$ cat src/rtl/i2c_target_stretch.sv
module i2c_target_stretch (
  input  logic       clk,
  input  logic       rst_n,
  input  logic       scl_i,
  input  logic       sda_i,
  output logic       scl_oe,
  output logic       sda_oe,
  input  logic [6:0] own_addr,
  input  logic       gc_en,
  input  logic       take_all,
  input  logic       hold_en,
  input  logic       rel_set,
  input  logic       rel_clr,
  output logic       rel_state,
  input  logic [7:0] tx_byte,
  output logic [7:0] rx_byte,
  output logic       rx_is_addr,
  output logic       rd_mode,
  output logic       irq
);

  typedef enum logic [2:0] {S_IDLE, S_ADDR, S_AACK, S_RX, S_RACK, S_TX, S_TACK} st_t;

  st_t        st;
  logic [2:0] scl_q, sda_q;
  logic [7:0] sh;
  logic [3:0] cnt;
  logic       hold, rel, mack;

  wire scl_s  = scl_q[1];
  wire scl_p  = scl_q[2];
  wire sda_s  = sda_q[1];
  wire sda_p  = sda_q[2];
  wire rise   = scl_s & ~scl_p;
  wire fall   = ~scl_s & scl_p;
  wire start_c = scl_s & scl_p & sda_p & ~sda_s;
  wire stop_c  = scl_s & scl_p & ~sda_p & sda_s;
  wire addr_hit = take_all | (sh[7:1] == own_addr) | (gc_en & (sh[7:1] == 7'd0));

  assign scl_oe    = hold;
  assign rel_state = rel;

  always_comb begin
    case (st)
      S_AACK, S_RACK: sda_oe = 1'b1;
      S_TX:           sda_oe = ~sh[7];
      default:        sda_oe = 1'b0;
    endcase
  end

  always_ff @(posedge clk or negedge rst_n) begin
    if (!rst_n) begin
      scl_q <= 3'b111;
      sda_q <= 3'b111;
    end else begin
      scl_q <= {scl_q[1:0], scl_i};
      sda_q <= {sda_q[1:0], sda_i};
    end
  end

  always_ff @(posedge clk or negedge rst_n) begin
    if (!rst_n) begin
      st         <= S_IDLE;
      sh         <= '0;
      cnt        <= '0;
      hold       <= 1'b0;
      rel        <= 1'b1;
      mack       <= 1'b1;
      rx_byte    <= '0;
      rx_is_addr <= 1'b0;
      rd_mode    <= 1'b0;
      irq        <= 1'b0;
    end else begin
      irq <= 1'b0;
      if (rel_set)                 rel <= 1'b1;
      else if (rel_clr && hold_en) rel <= 1'b0;
      if (hold && rel) hold <= 1'b0;

      if (stop_c) begin
        st   <= S_IDLE;
        hold <= 1'b0;
      end else if (start_c) begin
        st   <= S_ADDR;
        cnt  <= '0;
        hold <= 1'b0;
      end else begin
        if (fall && hold_en && !rel && !rel_set && (st == S_RX || st == S_TX))
          hold <= 1'b1;
        case (st)
          S_ADDR, S_RX: begin
            if (rise && cnt < 4'd8) begin
              sh  <= {sh[6:0], sda_s};
              cnt <= cnt + 4'd1;
            end else if (fall && cnt == 4'd8) begin
              cnt <= '0;
              if (st == S_RX) begin
                st         <= S_RACK;
                rx_byte    <= sh;
                rx_is_addr <= 1'b0;
                irq        <= 1'b1;
              end else if (addr_hit) begin
                st         <= S_AACK;
                rx_byte    <= sh;
                rx_is_addr <= 1'b1;
                rd_mode    <= sh[0];
                irq        <= 1'b1;
              end else begin
                st <= S_IDLE;
              end
            end
          end
          S_AACK: if (fall) begin
            if (rd_mode) begin
              st   <= S_TX;
              sh   <= tx_byte;
              rel  <= 1'b0;
              hold <= 1'b1;
            end else begin
              st <= S_RX;
            end
          end
          S_RACK: if (fall) begin
            st <= S_RX;
            if (hold_en) begin
              rel  <= 1'b0;
              hold <= 1'b1;
            end
          end
          S_TX: begin
            if (hold && cnt == 4'd0) sh <= tx_byte;
            if (fall) begin
              if (cnt == 4'd7) begin
                st  <= S_TACK;
                cnt <= '0;
              end else begin
                sh  <= {sh[6:0], 1'b1};
                cnt <= cnt + 4'd1;
              end
            end
          end
          S_TACK: begin
            if (rise) mack <= sda_s;
            if (fall) begin
              if (!mack) begin
                st   <= S_TX;
                sh   <= tx_byte;
                rel  <= 1'b0;
                hold <= 1'b1;
                irq  <= 1'b1;
              end else begin
                st <= S_IDLE;
              end
            end
          end
          default: ;
        endcase
      end
    end
  end

endmodule


$ cat config.mk
export PLATFORM = sky130hd
export DESIGN_NAME = i2c_target_stretch
export DESIGN_NICKNAME = d
export VERILOG_FILES = /design/src/rtl/i2c_target_stretch.sv
export SDC_FILE = /design/constraint.sdc
export NUM_CORES = 1
export LEC_CHECK = 0
export BUFFER_PORTS_ARGS = -buffer_cell sky130_fd_sc_hd__buf_2
export CAP_MARGIN = 20
export CORE_MARGIN = 3
export CORE_UTILIZATION = 35
export DETAILED_ROUTE_END_ITERATION = 10
export PLACE_DENSITY = 0.57
export RECOVER_POWER = 100
export SYNTH_ARGS = -nofsm -noshare
export SYNTH_HDL_FRONTEND = slang
export SYNTH_SLANG_ARGS = --single-unit
export TNS_END_PERCENT = 5
$ cat constraint.sdc
create_clock -name clk -period 4.4 [get_ports clk]
set_input_delay 0.22 -clock clk [delete_from_list [all_inputs] [get_ports clk]]
set_output_delay 0.22 -clock clk [all_outputs]
set_load 0.02 [all_outputs]
==> metrics.md, run 1 <==
| Metric | Value |
|---|---|
| Maximum buffer depth of the clock tree | 2 |
| Vias in the first global route | 1540 |
| Core box area | 5340 µm² |
| Register Area | 886 µm² |
| Root Driver | clkbuf_8 |
| CP Cell Sequence | nor3b_1 > nor2_1 > o311ai_0 > mux2_4 > a22oi_1 |
| Fin nets | 247 |
| Fin crit share | 0.650 |
| Total track usage | 0.147 |
| Post-cts hold buffer count | 0 |
| CTS clk-pin slew, worst paths | 0.07 ns |
| GRT overflow | 0 |
| Crit-path slowest cell | o311ai_0 |
| Delay-heaviest family, CP | compound AO/OA/AOI/OAI gates |
| Routability cong. | 0.822 |
| Layout Cells excl Fill | 292 |
| Post-synthesis sequential area ratio | 0.442 |
| Initial Util | 0.376 |
| Fmax | 0.350 GHz |
| Failing checks | max-capacitance violations, max-slew violations |
| Power per cell area | 547 nW/µm² |
| Post-cts resize count | 0 |
| Min Tclk post-route | 2.86 ns |
| Worst-margin pin slew | 1.86 ns |
| Mapped Area | 2000 µm² |
| Worst Setup End Kind | flip-flop |
| Worst min path class | in2reg |
| Largest stage delay, worst path | 0.99 ns |
| Die area | 6670 µm² |
| Initial antenna violation count | 0 |
| CP startpoint kind | flip-flop |
| 1st-iter DRT viols | 68 |
| Router iterations before antenna repair | 6 |
| I/O Buffers | 37 |
| Ant diodes | 0 |
| Most area-consuming cells after synthesis | dfrtp_1, dfstp_2, a22o_1, mux2_2, o21ai_0 |
| FP Rows | 26 |
| Hold endpoint | scl_q[0] |
| Number of flops mapped to enable cells by yosys | 0 |
| Critical path data arrival time | 3.06 ns |
| Max-Cap Viols | 2 |
| Top FF cell, synth | dfrtp_1 |
| Worst Setup SP | scl_q[1] |
| P_leak | 0.973 nW |
| Peak VDD IR | 0.000244 V |
| Unrepaired setup endpoints after global routing | no |
| Via count | 1551 |
| First-pass GRT wire length | 7.47 mm |
| Synth Register Bits | 35 |
| Pin count of the biggest net entering global routing | 36 |
| Layout area overhead | 12.0% |
| Max-slew headroom | -0.237 |
| Reg2reg end | st[0] |
| IO Count | 38 |
| Min-delay src | scl_i |
| Reg2reg setup slack | 1.54 ns |
| Sum Neg Setup Slack | 0 ns |
| Area of the multi-input gates | 998 µm² |
| Post-CTS setup buffers | 0 |
| Share of async-settable or async-resettable flops after synthesis | 1.00 |
| Clock buffer count from CTS | 5 |
| Htree depth | 2 |
| Layout cells sized above 1 | 0.239 |
| Max-slew violations | 36 |
| Crit Path Max Fanout | 8 |
| Yosys cell types | 59 |
| Drt drc | 0 |
| Hold Path Cell Cnt | 1 |
| Die width | 81.7 µm |
| Worst R2R Start | scl_q[1] |
| Vias per cell | 5.31 |
| Post-Syn Nets | 208 |
| Status | finished with violations |
| CTS tree | yes |
| Skew-Pair Late Insertion Delay | 0.29 ns |
| Fill count | 533 |
| Clock sink count | 35 |
| Worst Skew | 0.00641 ns |
| Mapped Cells | 182 |
| Final setup viols | 0 |
| Critical Path RT | 4.60 ns |
| DP Wirelength | 3.28 mm |
| CP Buf/Inv Count | 0 |
| Chip Height | 81.7 µm |
| FF-to-FF path depth | 5 |
| Synthesis Warnings | 0 |
| Top cell type by total area after synthesis | dfrtp_1 |
| ANT nets after route | 0 |
| WS Path Type | reg2reg |
| Drt wl/cell | 15.3 µm |
| Placed Cells | 284 |
| Hold Vio Cnt, Final | 0 |
| Total length of routed wires | 4.47 mm |
| Share of the synthesized area in the top cell type | 0.337 |
| Synthesized area per cell | 11.0 µm² |
-- routing by layer --
| layer | GRT usage | share of wire |
|---|---|---|
| met5 | 0 | 0 |
| met4 | 0.0498 | 0.012 |
| met3 | 0.0373 | 0.067 |
| met2 | 0.235 | 0.44 |
| met1 | 0.193 | 0.48 |
-- flip-flops by register name, indices dropped and copies added, names as in the netlist --
register,count
rx_byte,8
sh,8
cnt,4
scl_q,3
sda_q,3
st,3
irq,1
mack,1
rd_mode,1
rel_state,1
rx_is_addr,1
scl_oe,1
-- worst register-to-register path, cell delays in order (launching register included) --
cell and delay (ns):
dfstp_1 0.64, nor3b_1 0.52, nor2_1 0.10, o311ai_0 0.99, mux2_4 0.35, a22oi_1 0.17
-- synthesized netlist by cell type, drive strengths merged (2+ instances only) --
master	instances
dfrtp	27
a22o	16
o21ai	15
mux2	11
nand2	11
dfstp	8
nand3	8
nor2	7
a21oi	6
inv	6
nor2b	6
nor3	5
xnor2	5
nand2b	4
xor2	4
buf	3
nor3b	3
a22oi	2
a31oi	2
and3	2
clkbuf	2
ha	2
o21a	2
o22ai	2
o31ai	2
-- power breakdown --
group	internal [mW]	total [mW]	leakage [nW]	switching [mW]
registers	0.392	0.513	0.439	0.122
clock network	0.110	0.226	0.0412	0.115
logic	0.229	0.490	0.493	0.260
total	0.731	1.23	0.973	0.497
-- placed cells by master (no fill, tap or decap), types with 2 or more instances in the layout --
cell,netlist,routed
xor2_1,4,4
nor2_1,5,6
dfstp_1,0,3
nand3_1,7,7
clkbuf_8,0,5
dfstp_2,8,5
nor2b_1,5,5
nor3_1,4,5
buf_2,2,22
xnor2_1,5,5
o31ai_1,1,2
dfrtp_1,27,27
a22o_1,16,16
a31oi_1,2,2
o22ai_1,2,2
o21ai_0,12,13
nor3b_1,2,3
ha_1,2,2
clkbuf_1,2,16
nand2_1,11,11
inv_1,6,6
and3_1,2,2
nand2b_1,4,4
o21a_1,2,2
mux2_2,9,9
a21oi_1,5,5
-- metrics by stage --
stage	power, mW	cell area, µm²	setup WS, ns	util	hold slack [ns]
4_1_cts	1.29	2340	2.28	0.439	0.0216
2_1_floorplan	0.934	2000	2.51	-	-0.0756
5_1_grt	1.33	2250	1.29	0.421	0.0149
3_5_place_dp	1.06	2260	2.28	0.423	0.327
6_report	1.23	2250	1.54	0.421	0.0302
3_3_place_gp	1.06	2260	2.31	0.423	0.326
-- cell families (layout without fill, tap and decap cells) --
logic type / Yosys count / in the layout / share of synthesized area
AOI/OAI and AO/OA: 58 / 58 / 0.236
xor gates and xnor gates: 9 / 9 / 0.0393
adders and majority gates: 2 / 2 / 0.0125
buffers and inverters: 11 / 51 / 0.0218
DFF: 35 / 35 / 0.442
muxes: 12 / 12 / 0.0687
and+or+nand+nor: 55 / 55 / 0.180
-- cell type report --
cell class,instances,share of cell area
clock buffers,6,0.0323
inverters,6,0.0100
well taps,70,0.0390
repair buffers,37,0.0741
flip-flops and latches,35,0.394
clock inverters,2,0.00557
multi-input cells,136,0.445
-- how the worst max path moves through the flow --
stage	endpoint	depth (start not counted)	slack, ns
after detailed placement	rd_mode	8	2.28
after CTS	rd_mode	8	2.28
after global routing	st[0]	5	1.29
final	st[0]	5	1.54
after floorplan	rd_mode	8	2.51
after global placement	rd_mode	8	2.31
(Power assumes the default switching activity.)
==> run 2, diff against run 1 <==
--- a/config.mk
+++ b/config.mk
@@ -10,7 +10,7 @@
 export CORE_MARGIN = 3
 export CORE_UTILIZATION = 35
 export DETAILED_ROUTE_END_ITERATION = 10
-export PLACE_DENSITY = 0.57
+export PLACE_DENSITY = 0.59
 export RECOVER_POWER = 100
 export SYNTH_ARGS = -nofsm -noshare
 export SYNTH_HDL_FRONTEND = slang
==> constraint.sdc (replaced) <==
create_clock -name clk -period 2.4 [get_ports clk]
set_input_delay 0.12 -clock clk [delete_from_list [all_inputs] [get_ports clk]]
set_output_delay 0.12 -clock clk [all_outputs]
set_load 0.02 [all_outputs]
==> metrics.md, run 2 (synthesized netlist as in run 1, its figures left out) <==
| Metric | Value |
|---|---|
| Root Driver | clkbuf_8 (unchanged) |
| Reg2reg setup slack | 0.27 ns (was 1.54 ns) |
| First-pass GRT wire length | 7.69 mm (was 7.47 mm) |
| CTS tree | yes (unchanged) |
| Chip Height | 81.7 µm (unchanged) |
| Worst Setup SP | scl_q[1] (unchanged) |
| Sequential power share | 0.378 (was 0.418) |
| Drt wl/cell | 15.3 µm (about the same) |
| Maximum buffer depth of the clock tree | 2 (unchanged) |
| FP Rows | 26 (unchanged) |
| Via count | 1585 (was 1551) |
| Status | finished clean (was finished with violations) |
| Routability cong. | 0.774 (was 0.822) |
| Delay-heaviest family, CP | compound AO/OA/AOI/OAI gates (unchanged) |
| Initial antenna violation count | 0 (unchanged) |
| Share of total power in combinational logic | 0.442 (was 0.399) |
| Die width | 81.7 µm (unchanged) |
| Max-slew violations | 0 (was 36) |
| Critical path data arrival time | 2.34 ns (was 3.06 ns) |
| 1st-iter DRT viols | 70 (was 68) |
| Unrepaired setup endpoints after global routing | no (unchanged) |
| Crit-path slowest cell | dfstp_1 (was o311ai_0) |
| GRT overflow | 0 (unchanged) |
| Layout area overhead | 18.2% (was 12.0%) |
| CP Buf/Inv Count | 0 (unchanged) |
| Worst min path class | in2reg (unchanged) |
| Htree depth | 2 (unchanged) |
| Commonest non-fill, non-tap cells in the layout | dfrtp_1, buf_2, a22o_1 (was dfrtp_1, buf_2, a22o_1, clkbuf_1, o21ai_0) |
| Vias in the first global route | 1610 (was 1540) |
| Worst Setup End Kind | flip-flop (unchanged) |
| Fin crit share | 0.889 (was 0.650) |
| Critical Path RT | 2.61 ns (was 4.60 ns) |
| Hold Vio Cnt, Final | 0 (unchanged) |
| Reg2reg end | st[0] (unchanged) |
| Clock buffer count from CTS | 5 (unchanged) |
| Layout cells sized above 1 | 0.281 (was 0.239) |
| Worst Skew | 0.00284 ns (was 0.00641 ns) |
| Max-Cap Viols | 0 (was 2) |
| Largest stage delay, worst path | 0.62 ns (was 0.99 ns) |
| Worst setup path end | st[0] (unchanged) |
| IO Count | 38 (unchanged) |
| Router iterations before antenna repair | 4 (was 6) |
| Total length of routed wires | 4.55 mm (was 4.47 mm) |
| WS Path Type | reg2reg (unchanged) |
| Sum Neg Setup Slack | 0 ns (unchanged) |
| Die area | 6670 µm² (unchanged) |
| Skew-Pair Late Insertion Delay | 0.28 ns (was 0.29 ns) |
| Fin nets | 254 (was 247) |
| FF-to-FF path depth | 5 (unchanged) |
| Peak VDD IR | 0.000546 V (was 0.000244 V) |
| Core box area | 5340 µm² (unchanged) |
| Total power | 2.37 mW (was 1.23 mW) |
| CP Depth | 5 (unchanged) |
| Int Pwr | 1.42 mW (was 731 µW) |
| Worst R2R Start | scl_q[1] (unchanged) |
| Power per cell area | 1000 nW/µm² (was 547 nW/µm²) |
| P_leak | 1.03 nW (was 0.973 nW) |
| Vias per cell | 5.32 (was 5.31) |
| DP Wirelength | 3.30 mm (was 3.28 mm) |
| Initial Util | 0.376 (unchanged) |
| Sw Ratio | 0.402 (was 0.405) |
| Total track usage | 0.150 (was 0.147) |
| Crit Path Max Fanout | 8 (unchanged) |
| Max-slew headroom | 0.447 (was -0.237) |
| Drt drc | 0 (unchanged) |
| Clock Power Share | 0.180 (was 0.184) |
| CP Cell Sequence | nor3b_4 > nor2_1 > o311ai_2 > mux2_4 > a22oi_2 (was nor3b_1 > nor2_1 > o311ai_0 > mux2_4 > a22oi_1) |
| Post-CTS setup buffers | 0 (unchanged) |
| Fmax | 0.469 GHz (was 0.350 GHz) |
| I/O Buffers | 37 (unchanged) |
| Switching pwr | 955 µW (was 497 µW) |
| ANT nets after route | 0 (unchanged) |
| Post-cts resize count | 0 (unchanged) |
| Pin count of the biggest net entering global routing | 36 (unchanged) |
| Min Tclk post-route | 2.13 ns (was 2.86 ns) |
| Worst-margin pin slew | 0.824 ns (was 1.86 ns) |
| CTS clk-pin slew, worst paths | 0.07 ns (about the same) |
| CP startpoint kind | flip-flop (unchanged) |
| Most common cell after layout, fill and taps aside | dfrtp_1 (unchanged) |
| Hold slack | 0.0755 ns (was 0.0302 ns) |
| Clock sink count | 35 (unchanged) |
| Final setup viols | 0 (unchanged) |
| Largest registers | rx_byte (8), sh (8), cnt (4) (unchanged) |
| Ant diodes | 0 (unchanged) |
## run 2: cell count changes in the layout (fill, tap and decap cells not counted), sizes merged
cell         before  now
clkbuf           21   20
buf              22   27
clkinvlp          1    0
dlygate4sd3       0    3
## run 2: area by class of cell
class,count,area (µm²)
Clock buffer,6,82.6
Tap cell,70,87.6
Clock inverter,1,5.00
Fill cell,526,2970
Sequential cell,35,886
Inverter,6,22.5
Timing Repair Buffer,44,228
Multi-Input combinational cell,136,1060
## run 2: layer usage
metal	GRT usage	routed length, µm	up-vias
met5	0	0	-
met4	0.0465	17	0
met3	0.0362	303	2
met2	0.239	2070	45
met1	0.201	2160	770
li1	-	-	768
## run 2: worst reg2reg max path, cell delays in order (launching register included)
cell	delay, ns
dfstp_1	0.62
nor3b_4	0.36
nor2_1	0.11
o311ai_2	0.47
mux2_4	0.35
a22oi_2	0.16
## run 2: worst min-delay path by stage
| stage | cells past startpoint | slack, ns | to | start |
|---|---|---|---|---|
| after floorplan | 0 | -0.18 | cnt[0] | rst_n |
| after global placement | 1 | 0.23 | sda_q[0] | sda_i |
| after detailed placement | 1 | 0.23 | sda_q[0] | sda_i |
| after CTS | 2 | 0.07 | rel_state | rel_set |
| after global routing | 2 | 0.08 | rel_state | rel_set |
| final | 2 | 0.08 | rel_state | rel_set |
## run 2: timing repair
item / 4_1_cts / 5_1_grt
hold buffers: 3 / 0
endpoints found under the hold margin: 29 / 0
setup endpoints to repair: 0 / 0
## run 2: power by group through the flow
stage | Clock (mW) | Combinational [mW] | Sequential (mW)
final | 0.427 | 1.05 | 0.899
after global routing | 0.477 | 1.17 | 0.926
after CTS | 0.445 | 1.08 | 0.901
after detailed placement | 0 | 1.07 | 0.911
after global placement | 0 | 1.07 | 0.914
after floorplan | 0 | 0.869 | 0.844
## run 2: stage by stage
stage / worst slack, ns / instances / instance area [µm²] / util
after floorplan: 0.510 / 182 / 2000 / -
after global placement: 0.403 / 288 / 2290 / 0.428
after detailed placement: 0.374 / 288 / 2290 / 0.428
after CTS: 0.360 / 298 / 2400 / 0.451
after global routing: 0.0975 / 298 / 2370 / 0.444
final: 0.266 / 298 / 2370 / 0.444
